`config.mk`:
```
export PLATFORM = sky130hd
export DESIGN_NAME = pwr_fault_ctl
export DESIGN_NICKNAME = d
export VERILOG_FILES = /design/src/rtl/pfc_pkg.sv /design/src/rtl/pfc_sync.sv /design/src/rtl/pfc_latch.sv /design/src/rtl/pfc_irq_fsm.sv /design/src/rtl/pwr_fault_ctl.sv
export SDC_FILE = /design/constraint.sdc
export NUM_CORES = 1
export LEC_CHECK = 0
export BUFFER_PORTS_ARGS = -buffer_cell sky130_fd_sc_hd__buf_2
export CORE_MARGIN = 2
export CORE_UTILIZATION = 51
export DETAILED_ROUTE_END_ITERATION = 6
export MAX_ROUTING_LAYER = met4
export PLACE_DENSITY = 0.77
export SYNTH_ARGS = -nofsm -noshare
export SYNTH_HDL_FRONTEND = slang
export SYNTH_SLANG_ARGS = --single-unit
```
`constraint.sdc`:
```
create_clock -name clk -period 1.1 [get_ports clk]
set_input_delay 0.165 -clock clk [delete_from_list [all_inputs] [get_ports clk]]
set_output_delay 0.165 -clock clk [all_outputs]
set_load 0.005 [all_outputs]
```
`src/rtl/pfc_pkg.sv`:
```
package pfc_pkg;
    localparam int N_PG   = 6;
    localparam int STAT_W = N_PG + 2;
    localparam int UV_BIT = STAT_W - 1;
    localparam int OT_BIT = STAT_W - 2;

    typedef enum logic [0:0] {
        IRQ_QUIET   = 1'b0,
        IRQ_FLAGGED = 1'b1
    } irq_state_t;
endpackage

```
`src/rtl/pfc_sync.sv`:
```
module pfc_sync #(
    parameter int         W       = 8,
    parameter int         STAGES  = 2,
    parameter logic [W-1:0] RST_VAL = '0
) (
    input  logic         clk,
    input  logic         rst_n,
    input  logic [W-1:0] d,
    output logic [W-1:0] q
);
    logic [W-1:0] stage [STAGES];

    generate
        for (genvar s = 0; s < STAGES; s++) begin : g_stage
            if (s == 0) begin : g_first
                always_ff @(posedge clk or negedge rst_n) begin
                    if (!rst_n) stage[s] <= RST_VAL;
                    else        stage[s] <= d;
                end
            end else begin : g_next
                always_ff @(posedge clk or negedge rst_n) begin
                    if (!rst_n) stage[s] <= RST_VAL;
                    else        stage[s] <= stage[s-1];
                end
            end
        end
    endgenerate

    assign q = stage[STAGES-1];
endmodule

```
`src/rtl/pfc_latch.sv`:
```
module pfc_latch #(
    parameter int W = 8
) (
    input  logic         clk,
    input  logic         rst_n,
    input  logic [W-1:0] fault_now,
    input  logic         clr,
    output logic [W-1:0] lat
);
    always_ff @(posedge clk or negedge rst_n) begin
        if (!rst_n)   lat <= '0;
        else if (clr) lat <= '0;
        else          lat <= lat | fault_now;
    end


    sticky_until_clear_chk: assert property (@(posedge clk) disable iff (!rst_n)
        !clr |=> ((lat & $past(lat)) == $past(lat)));


    clear_empties_chk: assert property (@(posedge clk) disable iff (!rst_n)
        clr |=> (lat == '0));
endmodule

```
`src/rtl/pfc_irq_fsm.sv`:
```
module pfc_irq_fsm
    import pfc_pkg::*;
#(
    parameter int W = 8
) (
    input  logic         clk,
    input  logic         rst_n,
    input  logic [W-1:0] lat,
    input  logic [W-1:0] imask,
    input  logic         clr,
    output logic         irq_n
);
    irq_state_t state, state_nx;
    logic       pending;

    assign pending = |(lat & imask);

    always_comb begin
        state_nx = state;
        unique case (state)
            IRQ_QUIET:   if (pending && !clr) state_nx = IRQ_FLAGGED;
            IRQ_FLAGGED: if (clr || !pending) state_nx = IRQ_QUIET;
        endcase
    end

    always_ff @(posedge clk or negedge rst_n) begin
        if (!rst_n) state <= IRQ_QUIET;
        else        state <= state_nx;
    end

    always_comb begin
        irq_n = (state != IRQ_FLAGGED);
    end


    irq_raise_chk: assert property (@(posedge clk) disable iff (!rst_n)
        (pending && !clr) |=> !irq_n);


    irq_release_chk: assert property (@(posedge clk) disable iff (!rst_n)
        clr |=> irq_n);
endmodule

```
`src/rtl/pwr_fault_ctl.sv`:
```
module pwr_fault_ctl
    import pfc_pkg::*;
(
    input  logic              clk,
    input  logic              rst_n,
    input  logic [N_PG-1:0]   pg_in,
    input  logic              uv_in,
    input  logic              ot_in,
    input  logic              clr_pulse,
    input  logic              rmask_we,
    input  logic              imask_we,
    input  logic [STAT_W-1:0] mask_wdata,
    output logic [STAT_W-1:0] rt_status,
    output logic [STAT_W-1:0] lat_status,
    output logic              irq_n,
    output logic              rst_out_n
);
    localparam logic [STAT_W-1:0] SYNC_RST = {2'b00, {N_PG{1'b1}}};

    logic [STAT_W-1:0] raw_in, sync_q, fault_now;
    logic [STAT_W-1:0] rmask_q, imask_q;

    assign raw_in = {uv_in, ot_in, pg_in};

    pfc_sync #(.W(STAT_W), .STAGES(2), .RST_VAL(SYNC_RST)) u_sync (
        .clk(clk), .rst_n(rst_n), .d(raw_in), .q(sync_q)
    );

    assign fault_now = {sync_q[UV_BIT], sync_q[OT_BIT], ~sync_q[N_PG-1:0]};
    assign rt_status = {2'b00, sync_q[N_PG-1:0]};

    always_ff @(posedge clk or negedge rst_n) begin
        if (!rst_n) begin
            rmask_q <= '1;
            imask_q <= '0;
        end else begin
            if (rmask_we) rmask_q <= mask_wdata;
            if (imask_we) imask_q <= mask_wdata;
        end
    end

    pfc_latch #(.W(STAT_W)) u_latch (
        .clk(clk), .rst_n(rst_n), .fault_now(fault_now),
        .clr(clr_pulse), .lat(lat_status)
    );

    pfc_irq_fsm #(.W(STAT_W)) u_irq (
        .clk(clk), .rst_n(rst_n), .lat(lat_status), .imask(imask_q),
        .clr(clr_pulse), .irq_n(irq_n)
    );

    always_ff @(posedge clk or negedge rst_n) begin
        if (!rst_n) rst_out_n <= 1'b1;
        else        rst_out_n <= ~|(fault_now & rmask_q);
    end


    rst_follows_fault_chk: assert property (@(posedge clk) disable iff (!rst_n)
        (|(fault_now & rmask_q)) |=> !rst_out_n);


    rst_release_chk: assert property (@(posedge clk) disable iff (!rst_n)
        !(|(fault_now & rmask_q)) |=> rst_out_n);


    latch_catches_fault_chk: assert property (@(posedge clk) disable iff (!rst_n)
        !clr_pulse |=> ((lat_status & $past(fault_now)) == $past(fault_now)));
endmodule

```
==> qor.yml <==
slew_viol_final: 0
critPathTopFamily: "flip-flops"
fp.dieW_um: 58.9
hold_viol: 0
path_clk_slew_ns: 0.12
grt_max_degree: 43
synth_cell_types: 18
fin_ws_ns: -0.0661
syn_area_per_cell_um2: 13.8
clockBufferDepth: 2
synth-simple-area-share: 0.0375
cts_max_level: 2
status: "finished, violations left"
slowest_delay_ns: 0.55
tritoncts: "done"
hold_class: "primary input to flop"
rr_endpoint: "rst_out_n"
fill_cells: 183
violations: "design-rule violations, negative setup slack"
core-area_mm2: 0.00281
max-cap-violations: 0
final_util: 0.715
fin_nets: 187
total_power_w: 0.00337
vias_per_cell: 4.94
post-route-period-util: 1.06
fin_worst_skew_ns: 0.00939
yosys_warnings: 0
synthAdderAreaFrac: 0
worst-setup-path-type: "flop to output pin"
layout_common_cells: "34 x buf_2, 21 x dfrtp_1, 21 x dfstp_2"
yosysSeqAreaShare: 0.702
ant_nets: 0
drive_gt1_frac: 0.539
min_from: "mask_wdata[2]"
max_freq_ghz: 0.858
drc: 1
setup_violations: 7
grt_pass1_vias: 992
worstPathCellList: "buf_2"
hpwlAfterDp_mm: 1.89
antenna_found_initial: 0
cts_sinks: 42
worst-path-max-fanout: 2
synth.area.mux_share: 0.0929
grt_usage: 0.188
p_per_area_mw_per_mm2: 1680
min_period_ns: 1.17
ioPinCount: 39
drt-initial-drc-count: 19
synth_compound_area_frac: 0.0791
synth_xor_area_frac: 0
fp.dieH_um: 58.9
wl_mm: 2.90
cp.arrival_ns: 1.00
portBuffers: 36
first_pass_iters: 6
vdd_ir_drop_max_mv: 0.927
rrSetupSlack_ns: 0.01
crit_buf_inv: 1
antenna_cells: 0
synth-seq-cells: 42
leakage_nw: 0.982
clock_latency_ns: 0.35
area_growth_pct: 30.6
vias: 979
gp_congestion: 0.800
grt_overflow: 0
initial_utilization: 0.547
hold_depth: 3
drt-wirelength-per-cell_um: 14.6
synth_area_mm2: 0.00154
grt_first_pass_wirelength_mm: 4.51
rows: 19
cts_buffers: 5
synth_top_family_by_area: "multiplexers"
cts_root_buf: "clkbuf_4"
r2r-start: "u_sync.q[1]"
tns_ns: -0.407
slowest_stage: "dfstp_2"
rsz0062_at_grt: "yes"
dieArea_mm2: 0.00347
syn-instance-count: 111
endpoint_kind: "output pin"
crit_required_ns: 0.94
whs_endpoint: "rmask_q[2]"
cp-start-kind: "flop"
r2r_cells: 3
final_common_cell: "buf_2"
==> stage by stage <==
step,hold slack [ns],area (um^2),worst slack [ns],instances
after floorplan,-0.131,1540,0.179,112
after global placement,0.144,1700,0.164,170
after detailed placement,0.152,1700,0.124,170
after CTS,0.0296,1960,-0.0737,193
after global routing,0.0248,2000,-0.113,198
final,0.0305,2000,-0.0661,198
==> Yosys cell counts (all sizes together) <==
master   n  area (um^2)
nand2    8         30.0
o22ai    2         12.5
mux2    10          143
nor2     4         15.0
a41oi    1         8.76
a22oi    4         30.0
a21oi    6         30.0
inv     13         48.8
buf     11         83.8
dfrtp   21          526
nor4     1         12.5
conb     1         3.75
dfstp   21          552
o21ai    8         40.0
==> routing by layer <==
layer	track usage	part of all wire	vias to the layer above	wire length, um
li1	-	-	462	-
met2	0.306	0.51	24	1490
met1	0.214	0.42	487	1230
met5	-	0	-	0
met4	0.0649	0.015	0	44
met3	0.0703	0.046	6	133
==> power by group <==
group | internal, W | switching (W)
logic | 0.000203 | 0.000163
clock network | 0.000770 | 0.000477
registers | 0.00170 | 0.0000610
==> worst max-delay path by stage <==
stage | startpoint | endpoint | cells past startpoint
6_report | u_sync.q[1] | rt_status[1] | 1
5_1_grt | u_sync.q[1] | rt_status[1] | 1
4_1_cts | u_sync.q[2] | rt_status[2] | 1
3_5_place_dp | u_sync.q[4] | rst_out_n | 2
3_3_place_gp | u_sync.q[4] | rst_out_n | 2
2_1_floorplan | u_sync.q[4] | rst_out_n | 2
==> registers in the layout, summed over array words and instances (netlist names) <==
register,count
rst_out_n,1
imask_q,8
rmask_q,8
u_irq.state,1
u_sync.stage,8
u_sync.q,8
u_latch.lat,8
==> cell families after synthesis <==
logic type	Yosys count
buffers and inverters	24
other	1
AO/OA/AOI/OAI	21
flip-flops	42
multiplexers	10
AND/OR/NAND/NOR	13
==> repair_timing <==
action | CTS | global route
hold buffers | 9 | 0
pin swaps | 0 | 1
endpoints found under the hold margin | 37 | 0
setup endpoints to repair | 7 | 13
buffers inserted | 6 | 5
gates resized for setup | 2 | 1
==> area by class of cell <==
class	instances	area, um^2	area share
Clock buffer	6	51.3	0.0256
Clock inverter	2	60.1	0.0300
Inverter	13	48.8	0.0243
Multi-Input combinational cell	46	335	0.167
Sequential cell	42	1080	0.537
Tap cell	31	38.8	0.0194
Timing Repair Buffer	58	393	0.196
Note: power is estimated with default switching activity, not from simulation.
